==> src/rtl/chr_guard_remap.sv <==
module chr_guard_remap #(
  parameter int CHR_BANKS = 256,
  localparam int BANK_W = (CHR_BANKS > 1) ? $clog2(CHR_BANKS) : 1,
  localparam int RAW_W = 9
) (
  input  logic              clk,
  input  logic              rst_n,
  input  logic [15:0]       cpu_addr,
  input  logic [7:0]        cpu_wdata,
  input  logic              wr_en,
  input  logic              rd_en,
  input  logic [7:0]        r0_bank,
  input  logic [7:0]        r1_bank,
  input  logic [12:0]       ppu_addr,
  output logic [BANK_W-1:0] chr_bank,
  output logic [9:0]        chr_offset
);

  logic [7:0] wlatch, ctrl, mask_a, mask_b;
  logic [5:0] bg_bank;
  logic       rd_q;

  wire in_win   = cpu_addr[15:13] == 3'b011;
  wire in_upper = cpu_addr[15] | (cpu_addr[14] & cpu_addr[13]);
  wire bg_mode  = ctrl[5];
  wire fire     = rd_en & ~rd_q & in_win;

  always_ff @(posedge clk) begin
    if (!rst_n) begin
      wlatch  <= '0;
      ctrl    <= '0;
      mask_a  <= '0;
      mask_b  <= '0;
      bg_bank <= '0;
      rd_q    <= 1'b0;
    end else begin
      rd_q <= rd_en;
      if (wr_en && in_upper) wlatch <= cpu_wdata;
      if (wr_en && in_win)   ctrl   <= cpu_wdata;
      if (fire) begin
        if (bg_mode) begin
          bg_bank <= wlatch[5:0];
          mask_b  <= {wlatch[6], 7'b0};
        end else begin
          mask_a  <= wlatch;
        end
      end
    end
  end

  logic [RAW_W-1:0] raw;
  always_comb begin
    unique case (ppu_addr[12:11])
      2'b00:   raw = {({1'b0, r0_bank[7:1]} ^ mask_a), ppu_addr[10]};
      2'b01:   raw = {({1'b0, r1_bank[7:1]} ^ mask_b), ppu_addr[10]};
      default: raw = {1'b0, bg_bank, ppu_addr[11:10]};
    endcase
  end

  logic [RAW_W-1:0] wrapped;
  assign wrapped    = RAW_W'(raw % RAW_W'(CHR_BANKS));
  assign chr_bank   = wrapped[BANK_W-1:0];
  assign chr_offset = ppu_addr[9:0];

  AST_LATCH_CAPTURE: assert property (@(posedge clk) disable iff (!rst_n)
    wr_en && in_upper |=> wlatch == $past(cpu_wdata));
  AST_LATCH_HOLD: assert property (@(posedge clk) disable iff (!rst_n)
    !(wr_en && in_upper) |=> $stable(wlatch));
  AST_CTRL_CAPTURE: assert property (@(posedge clk) disable iff (!rst_n)
    wr_en && in_win |=> ctrl == $past(cpu_wdata));
  AST_BG_LOAD: assert property (@(posedge clk) disable iff (!rst_n)
    fire && bg_mode |=> bg_bank == $past(wlatch[5:0]) && mask_b == {$past(wlatch[6]), 7'b0} && $stable(mask_a));
  AST_SPRA_LOAD: assert property (@(posedge clk) disable iff (!rst_n)
    fire && !bg_mode |=> mask_a == $past(wlatch) && $stable(mask_b) && $stable(bg_bank));
  AST_HIDDEN_HOLD: assert property (@(posedge clk) disable iff (!rst_n)
    !fire |=> $stable(mask_a) && $stable(mask_b) && $stable(bg_bank));
  AST_ONE_SHOT: assert property (@(posedge clk) disable iff (!rst_n)
    fire |=> !fire);
  AST_BANK_RANGE: assert property (@(posedge clk) disable iff (!rst_n)
    int'(chr_bank) < CHR_BANKS);

endmodule

==> config.mk <==
export PLATFORM = sky130hd
export DESIGN_NAME = chr_guard_remap
export DESIGN_NICKNAME = d
export VERILOG_FILES = /design/src/rtl/chr_guard_remap.sv
export SDC_FILE = /design/constraint.sdc
export NUM_CORES = 1
export LEC_CHECK = 0
export BUFFER_PORTS_ARGS = -buffer_cell sky130_fd_sc_hd__clkbuf_2
export CAP_MARGIN = 20
export CELL_PAD_IN_SITES_DETAIL_PLACEMENT = 0
export CELL_PAD_IN_SITES_GLOBAL_PLACEMENT = 1
export CORE_MARGIN = 5
export CORE_UTILIZATION = 32
export CTS_BUF_LIST = sky130_fd_sc_hd__clkbuf_8
export CTS_CLUSTER_DIAMETER = 150
export CTS_CLUSTER_SIZE = 8
export DETAILED_ROUTE_END_ITERATION = 7
export GPL_TIMING_DRIVEN = 0
export PLACE_DENSITY_LB_ADDON = 0.1
export RECOVER_POWER = 25
export SYNTH_ARGS = -nofsm -noshare
export SYNTH_HDL_FRONTEND = slang
export SYNTH_SLANG_ARGS = --single-unit
==> constraint.sdc <==
create_clock -name clk -period 3.08 [get_ports clk]
set_input_delay 0.154 -clock clk [delete_from_list [all_inputs] [get_ports clk]]
set_output_delay 0.154 -clock clk [all_outputs]
set_load 0.01 [all_outputs]
# == Yosys cells after proc, flatten, opt, wreduce, memory -nomap -nowiden ==
# Cells that the tools add are included.
# Widths: inputs -> output; s select.
# totals
regBits,27
out_inout_bits,18
wordCells,21
# classes
eq_ne,2
muxes,1
bitwise_logic,8
reduce_logical,5
# op_table
op,count
$pmux 8 s2,1
$xor 7x1->7 const B,1
$xor 7x7->7,1
$reduce_and 2->1,2
$and 1x1->1,3
$eq 3x2->1 const B,1
$eq 2x1->1 const B,1
$logic_and 1x1->1,2
$logic_not 2->1,1
$not 1->1,2
$or 1x1->1,1

# == Logic depth before layout (Yosys ltp) ==
# Gate-level depths: netlist (run 1).
# logic_depth
word_depth,4
ltp_mapped,4

# == Worst setup path after synthesis (run 1) ==
# OpenSTA, ideal clock, no wires.
# synth_timing
path_kind,register to register
from,register rd_q
to,register bg_bank[0]
setup_ps,72
t_arrival_ps,1117
slack_ps,1891
stages_incl_launch_ff,4
n_path_buf,0
synth_period_minus_slack_ps,1189
path_cell_list,dfxtp_1 > nand4b_1 > nor3b_2 > mux2i_1
# synth_via
elab_chain_cells,4
# synth_lines
element,line_no,source
from (decl),21,logic rd_q;
from (signal assigned),37,rd_q <= rd_en;
$not 1->1,26,wire fire = rd_en & ~rd_q & in_win;
$and 1x1->1 (2 in a row),26,
$reduce_and 2->1 (no source line),n/a,
to (signal assigned),42,bg_bank <= wlatch[5:0];
to (decl),20,logic [5:0] bg_bank;
# No other way between the ends.
# A chain may end at the register's enable or synchronous reset.

# == Worst setup path in the final report (run 1) ==
# layout_timing
from,register rd_q
to,register bg_bank[4]
# Same word-level chain as after synthesis.

==> impl_metrics.yaml, run 1 <==
logic_synthesis:
  ys_seq_area_share_pct: 39.7
  netlist_area_sq_um: 1110
  synth_warnings: 0
  synth_top_cell_by_area: "dfxtp_1"
  avgSynthCellArea_sq_um: 9.09
  synth.distinct_cells: 16
  synth.top_cell.area_share_pct: 39.7
  post-synth-top-count-cell: "nand2_1"
  synth.area.top_cells: "dfxtp_1, mux2i_1, nand2_1, buf_4, xor2_1"
  async_flop_share_pct: 0
  ys_ff_latch: 22
  yosys-top-cells-count: "nand2_1, mux2i_1, dfxtp_1, buf_4, o21ai_0"
  synth_flop_cell: "dfxtp_1"
  synth_edf_count: 0
  syn_nets: 179
  netlist_instances: 122
floorplan:
  dieArea_sq_um: 4740
  coreArea_sq_um: 3340
  rows: 21
  ios: 75
  dieWidth_um: 68.9
  initial_utilization_pct: 33.2
  fp.dieH_um: 68.9
routing:
  drt_iter0_markers: 19
  wl_per_cell_um: 11.7
  drc: 0
  num_vias: 949
  firstDrtPassIters: 4
  avgViaCountPerCell: 4.37
  wl_mm: 2.55
  drtAntennaViolNets: 0
setup_path:
  worstSetupEndpointType: "register"
  critPathKind: "reg -> reg"
  cp.required_ns: 3.27
  critPathArrivalTime_ns: 1.59
  crit_fanout: 6
  startpoint_type: "register"
timing:
  fmax_mhz: 714
  finalClockSkew_ns: 0.00159
  tns_ns: 0
  report.final.slew_viol_count: 0
  period_share_pct: 45.4
  whs_ns: 0.114
  report.final.hold_viol_count: 0
  setup_viol: 0
  rsz0062_at_grt: "false"
  min_period_ns: 1.40
  tightest_slew_ns: 0.679
  slew_headroom_pct: 54.6
global_routing:
  grt_start_max_net_pins: 13
  first_global_vias: 917
  grt_pass1_wl_mm: 3.97
  track_usage_pct: 11.4
  antenna_found_initial: 0
  grt.overflow.total: 0
cells_and_area:
  drive_gt1_share_pct: 32.2
  diodes: 0
  nNetsFinal: 229
  fin_util_pct: 43.0
  syn_to_final_growth_pct: 29.3
power_and_ir_drop:
  p_per_area_nw_per_um2: 409
  p_leak_nw: 0.707
  peakVddDrop_v: 0.000170
clock_tree:
  cts_hold_buf: 0
  cts_buffer_depth: 2
  cts_tree: "yes"
  cts_buffers: 3
  h-tree-depth: 1
  cts_setup_buffers: 0
  cts.sinks: 22
  cts_root_buffer: "clkbuf_8"
  path_clk_slew_ns: 0.08
  ctsResizeCount: 0
  clk_latency_ns: 0.25
flow_run:
  cap_violations: 0
placed_design:
  dp_hpwl_mm: 2.04
  globalplace.congestion: 0.720
  io_buffers: 45
min_path:
  hold_class: "in -> reg"
run_status:
  status: "finished, final reports clean"
-- where the power goes --
| part | internal [mW] | switching [mW] | leakage (nW) |
|---|---|---|---|
| combinational | 0.0464 | 0.0448 | 0.500 |
| clock | 0.114 | 0.0878 | 0.0288 |
| sequential | 0.291 | 0.00190 | 0.179 |
-- placed cells by master, fill, tap and decap left out, drive strengths merged, types with 2 or more instances in the layout --
cell type,count
buf,14
clkbuf,52
nand4b,2
xor2,6
o21ai,7
mux2i,27
nand2,34
dfxtp,22
-- path summary, 6_finish.rpt --
kind,start,end,slack (ns),cells past startpoint
setup reg to reg,rd_q,bg_bank[4],1.68,3
hold reg to reg,bg_bank[0],bg_bank[0],0.46,2
hold / removal,rd_en,rd_q,0.11,2
setup / recovery,rd_q,bg_bank[4],1.68,3
-- flip-flops by register name, summed over array words and instances (netlist names) --
name and flops:
bg_bank 6, ctrl 1, mask_a 7, rd_q 1
wlatch 7
-- worst max-delay path, cell delays in order (launching register included) --
cell and delay [ns]:
dfxtp_1 0.30, nand4b_1 0.18, nor3b_2 0.59, mux2i_1 0.26
-- through the flow --
step / instance area, sq um / setup WS, ns / total power [mW] / cells
3_5_place_dp: 1390 / 1.66 / 0.395 / 213
3_3_place_gp: 1390 / 1.69 / 0.394 / 213
2_1_floorplan: 1110 / 1.89 / 0.354 / 122
4_1_cts: 1450 / 1.64 / 0.598 / 217
5_1_grt: 1430 / 1.57 / 0.620 / 217
6_report: 1430 / 1.68 / 0.586 / 217
-- logic make-up (layout without fill, tap and decap cells) --
logic type                count (synthesis)  in the layout  synth area share, %
AOI/OAI and AO/OA                         9              9                 4.63
buffers and inverters                    17             66                 9.82
muxes                                    27             27                 24.4
DFF                                      22             22                 39.7
xor gates and xnor gates                  7              7                 5.53
and+or+nand+nor                          40             40                 15.9
-- per-layer routing --
metal / vias to the layer above / routed length [um] / global-route usage, %
li1: 494 / - / -
met1: 412 / 1080 / 13.7
met2: 39 / 1200 / 19.5
met3: 4 / 226 / 2.27
met4: 0 / 31 / 5.11
met5: - / 0 / 0
-- area by class of cell --
type / instances / area [sq um]
clock buffer: 4 / 55.1
fill: 357 / 1900
timing repair buffer: 45 / 213
sequential: 22 / 440
buffer: 17 / 109
multi-input combinational: 83 / 559
tap: 46 / 57.6
Power figures use the tool's default switching activity.
==> run 2: changes to the inputs <==
--- a/config.mk
+++ b/config.mk
@@ -10,7 +10,7 @@
 export CELL_PAD_IN_SITES_DETAIL_PLACEMENT = 0
 export CELL_PAD_IN_SITES_GLOBAL_PLACEMENT = 1
 export CORE_MARGIN = 5
-export CORE_UTILIZATION = 32
+export CORE_UTILIZATION = 29
 export CTS_BUF_LIST = sky130_fd_sc_hd__clkbuf_8
 export CTS_CLUSTER_DIAMETER = 150
 export CTS_CLUSTER_SIZE = 8
==> constraint.sdc (replaced) <==
create_clock -name clk -period 1.4 [get_ports clk]
set_input_delay 0.07 -clock clk [delete_from_list [all_inputs] [get_ports clk]]
set_output_delay 0.07 -clock clk [all_outputs]
set_load 0.01 [all_outputs]
==> impl_metrics.yaml, run 2 (synthesis gave the netlist of run 1 again) <==
run_status:
  status: "finished, final reports clean"
setup_path:
  cp.required_ns: 1.55
  cpMaxStageDelayCell: "or3_1"
  crit_fanout: 7
  critPathMaxStageDelay_ns: 0.33
  startpoint_type: "register"
  critPathKind: "reg -> reg"
  r2r_cells: 4
  rr_startpoint: "rd_q"
  r2r-end: "mask_a[2]"
  path_cells: "nand4b_1 -> or3_1 -> buf_2 -> mux2i_1"
  reg2reg_slack_ns: 0.09
  critPathArrivalTime_ns: 1.46
  worstSetupEndpointType: "register"
cells_and_area:
  mostFrequentLayoutCell: "clkbuf_2"
  syn_to_final_growth_pct: 31.7
  drive_gt1_share_pct: 32.7
  fin_util_pct: 39.6
  most-common-layout-cells: "clkbuf_2, nand2_1, mux2i_1, dfxtp_1, clkbuf_1"
  nNetsFinal: 229
  largestRegisters: "mask_a (7), wlatch (7), bg_bank (6)"
  diodes: 0
clock_tree:
  ctsResizeCount: 1
  h-tree-depth: 1
  cts_buffers: 3
  cts_buffer_depth: 2
  cts_setup_buffers: 0
  cts_root_buffer: "clkbuf_8"
  cts.sinks: 22
  clk_latency_ns: 0.26
  path_clk_slew_ns: 0.08
  cts_tree: "yes"
  cts_hold_buf: 0
min_path:
  hold_end: "rd_q"
  hold_depth: 2
  hold_class: "in -> reg"
  hp-start: "rd_en"
timing:
  tightest_slew_ns: 0.466
  min_period_ns: 1.31
  slew_headroom_pct: 68.9
  setup_viol: 0
  report.final.hold_viol_count: 0
  period_share_pct: 93.6
  fmax_mhz: 763
  finalClockSkew_ns: 0.00347
  rsz0062_at_grt: "false"
  report.final.slew_viol_count: 0
floorplan:
  ios: 75
  coreArea_sq_um: 3690
  rows: 22
  fp.dieH_um: 71.8
  dieArea_sq_um: 5160
  initial_utilization_pct: 30.1
  dieWidth_um: 71.8
routing:
  drc: 0
  avgViaCountPerCell: 4.31
  wl_mm: 2.61
  firstDrtPassIters: 4
  drt_iter0_markers: 13
  num_vias: 944
  wl_per_cell_um: 11.9
  drtAntennaViolNets: 0
power_and_ir_drop:
  p_per_area_nw_per_um2: 980
  p_leak_nw: 0.726
  fin_total_pwr_mw: 1.43
  peakVddDrop_v: 0.000421
global_routing:
  antenna_found_initial: 0
  first_global_vias: 958
  track_usage_pct: 10.2
  grt_start_max_net_pins: 14
  grt.overflow.total: 0
  grt_pass1_wl_mm: 4.18
placed_design:
  globalplace.congestion: 0.730
  dp_hpwl_mm: 2.07
  io_buffers: 45
flow_run:
  cap_violations: 0
==> run 2: cell types whose count changed in the layout (fill, tap and decap cells not counted), sizes merged <==
| cell | delta |
|---|---|
| bufinv | +1 |
| clkbuf | -1 |
==> run 2: layout make-up <==
| type | count | area [sq um] |
|---|---|---|
| sequential | 22 | 440 |
| multi-input combinational | 83 | 566 |
| buffer | 17 | 109 |
| clock buffer | 3 | 41.3 |
| tap | 48 | 60.1 |
| timing repair buffer | 45 | 214 |
| clock inverter | 1 | 30.0 |
| fill | 386 | 2230 |
==> run 2: worst max-delay path by stage <==
stage / slack [ns] / from / depth (start not counted) / end
after CTS: 0.07 / rd_q / 4 / mask_a[2]
final: 0.09 / rd_q / 4 / mask_a[2]
after floorplan: 0.21 / rd_q / 3 / bg_bank[0]
after detailed placement: -0.04 / rd_q / 3 / bg_bank[2]
after global placement: -0.003 / rd_q / 3 / bg_bank[4]
after global routing: 0.007 / rd_q / 4 / mask_a[3]
==> run 2: layer usage <==
| layer | routed length (um) | vias up | global-route usage (%) |
|---|---|---|---|
| met5 | 0 | - | 0 |
| met4 | 16 | 0 | 3.76 |
| met3 | 253 | 2 | 2.38 |
| met2 | 1290 | 35 | 18.9 |
| met1 | 1050 | 413 | 11.2 |
| li1 | - | 494 | - |
==> run 2: metrics by stage <==
stage,instance area [sq um],hold WS [ns],setup TNS [ns],instances,setup WS (ns)
5_1_grt,1460,0.0223,0,219,0.00740
4_1_cts,1470,0.0249,0,219,0.0740
2_1_floorplan,1110,0.192,0,122,0.211
3_5_place_dp,1390,0.299,-0.0750,215,-0.0366
3_3_place_gp,1390,0.294,-0.00306,215,-0.00281
6_report,1460,0.0307,0,219,0.0900
==> run 2: report_power, final <==
| part | leakage (nW) | switching (mW) | internal, mW |
|---|---|---|---|
| clock | 0.0357 | 0.201 | 0.381 |
| combinational | 0.512 | 0.101 | 0.103 |
| sequential | 0.179 | 0.00434 | 0.641 |
| total | 0.726 | 0.306 | 1.12 |
==> run 2: worst max-delay path, delay by kind of cell, from the launching register on <==
| kind | cells | cell delay (ns) |
|---|---|---|
| AND/OR/NAND/NOR | 2 | 0.55 |
| buffers and inverters | 1 | 0.21 |
| multiplexers | 1 | 0.14 |
| flip-flops | 1 | 0.30 |
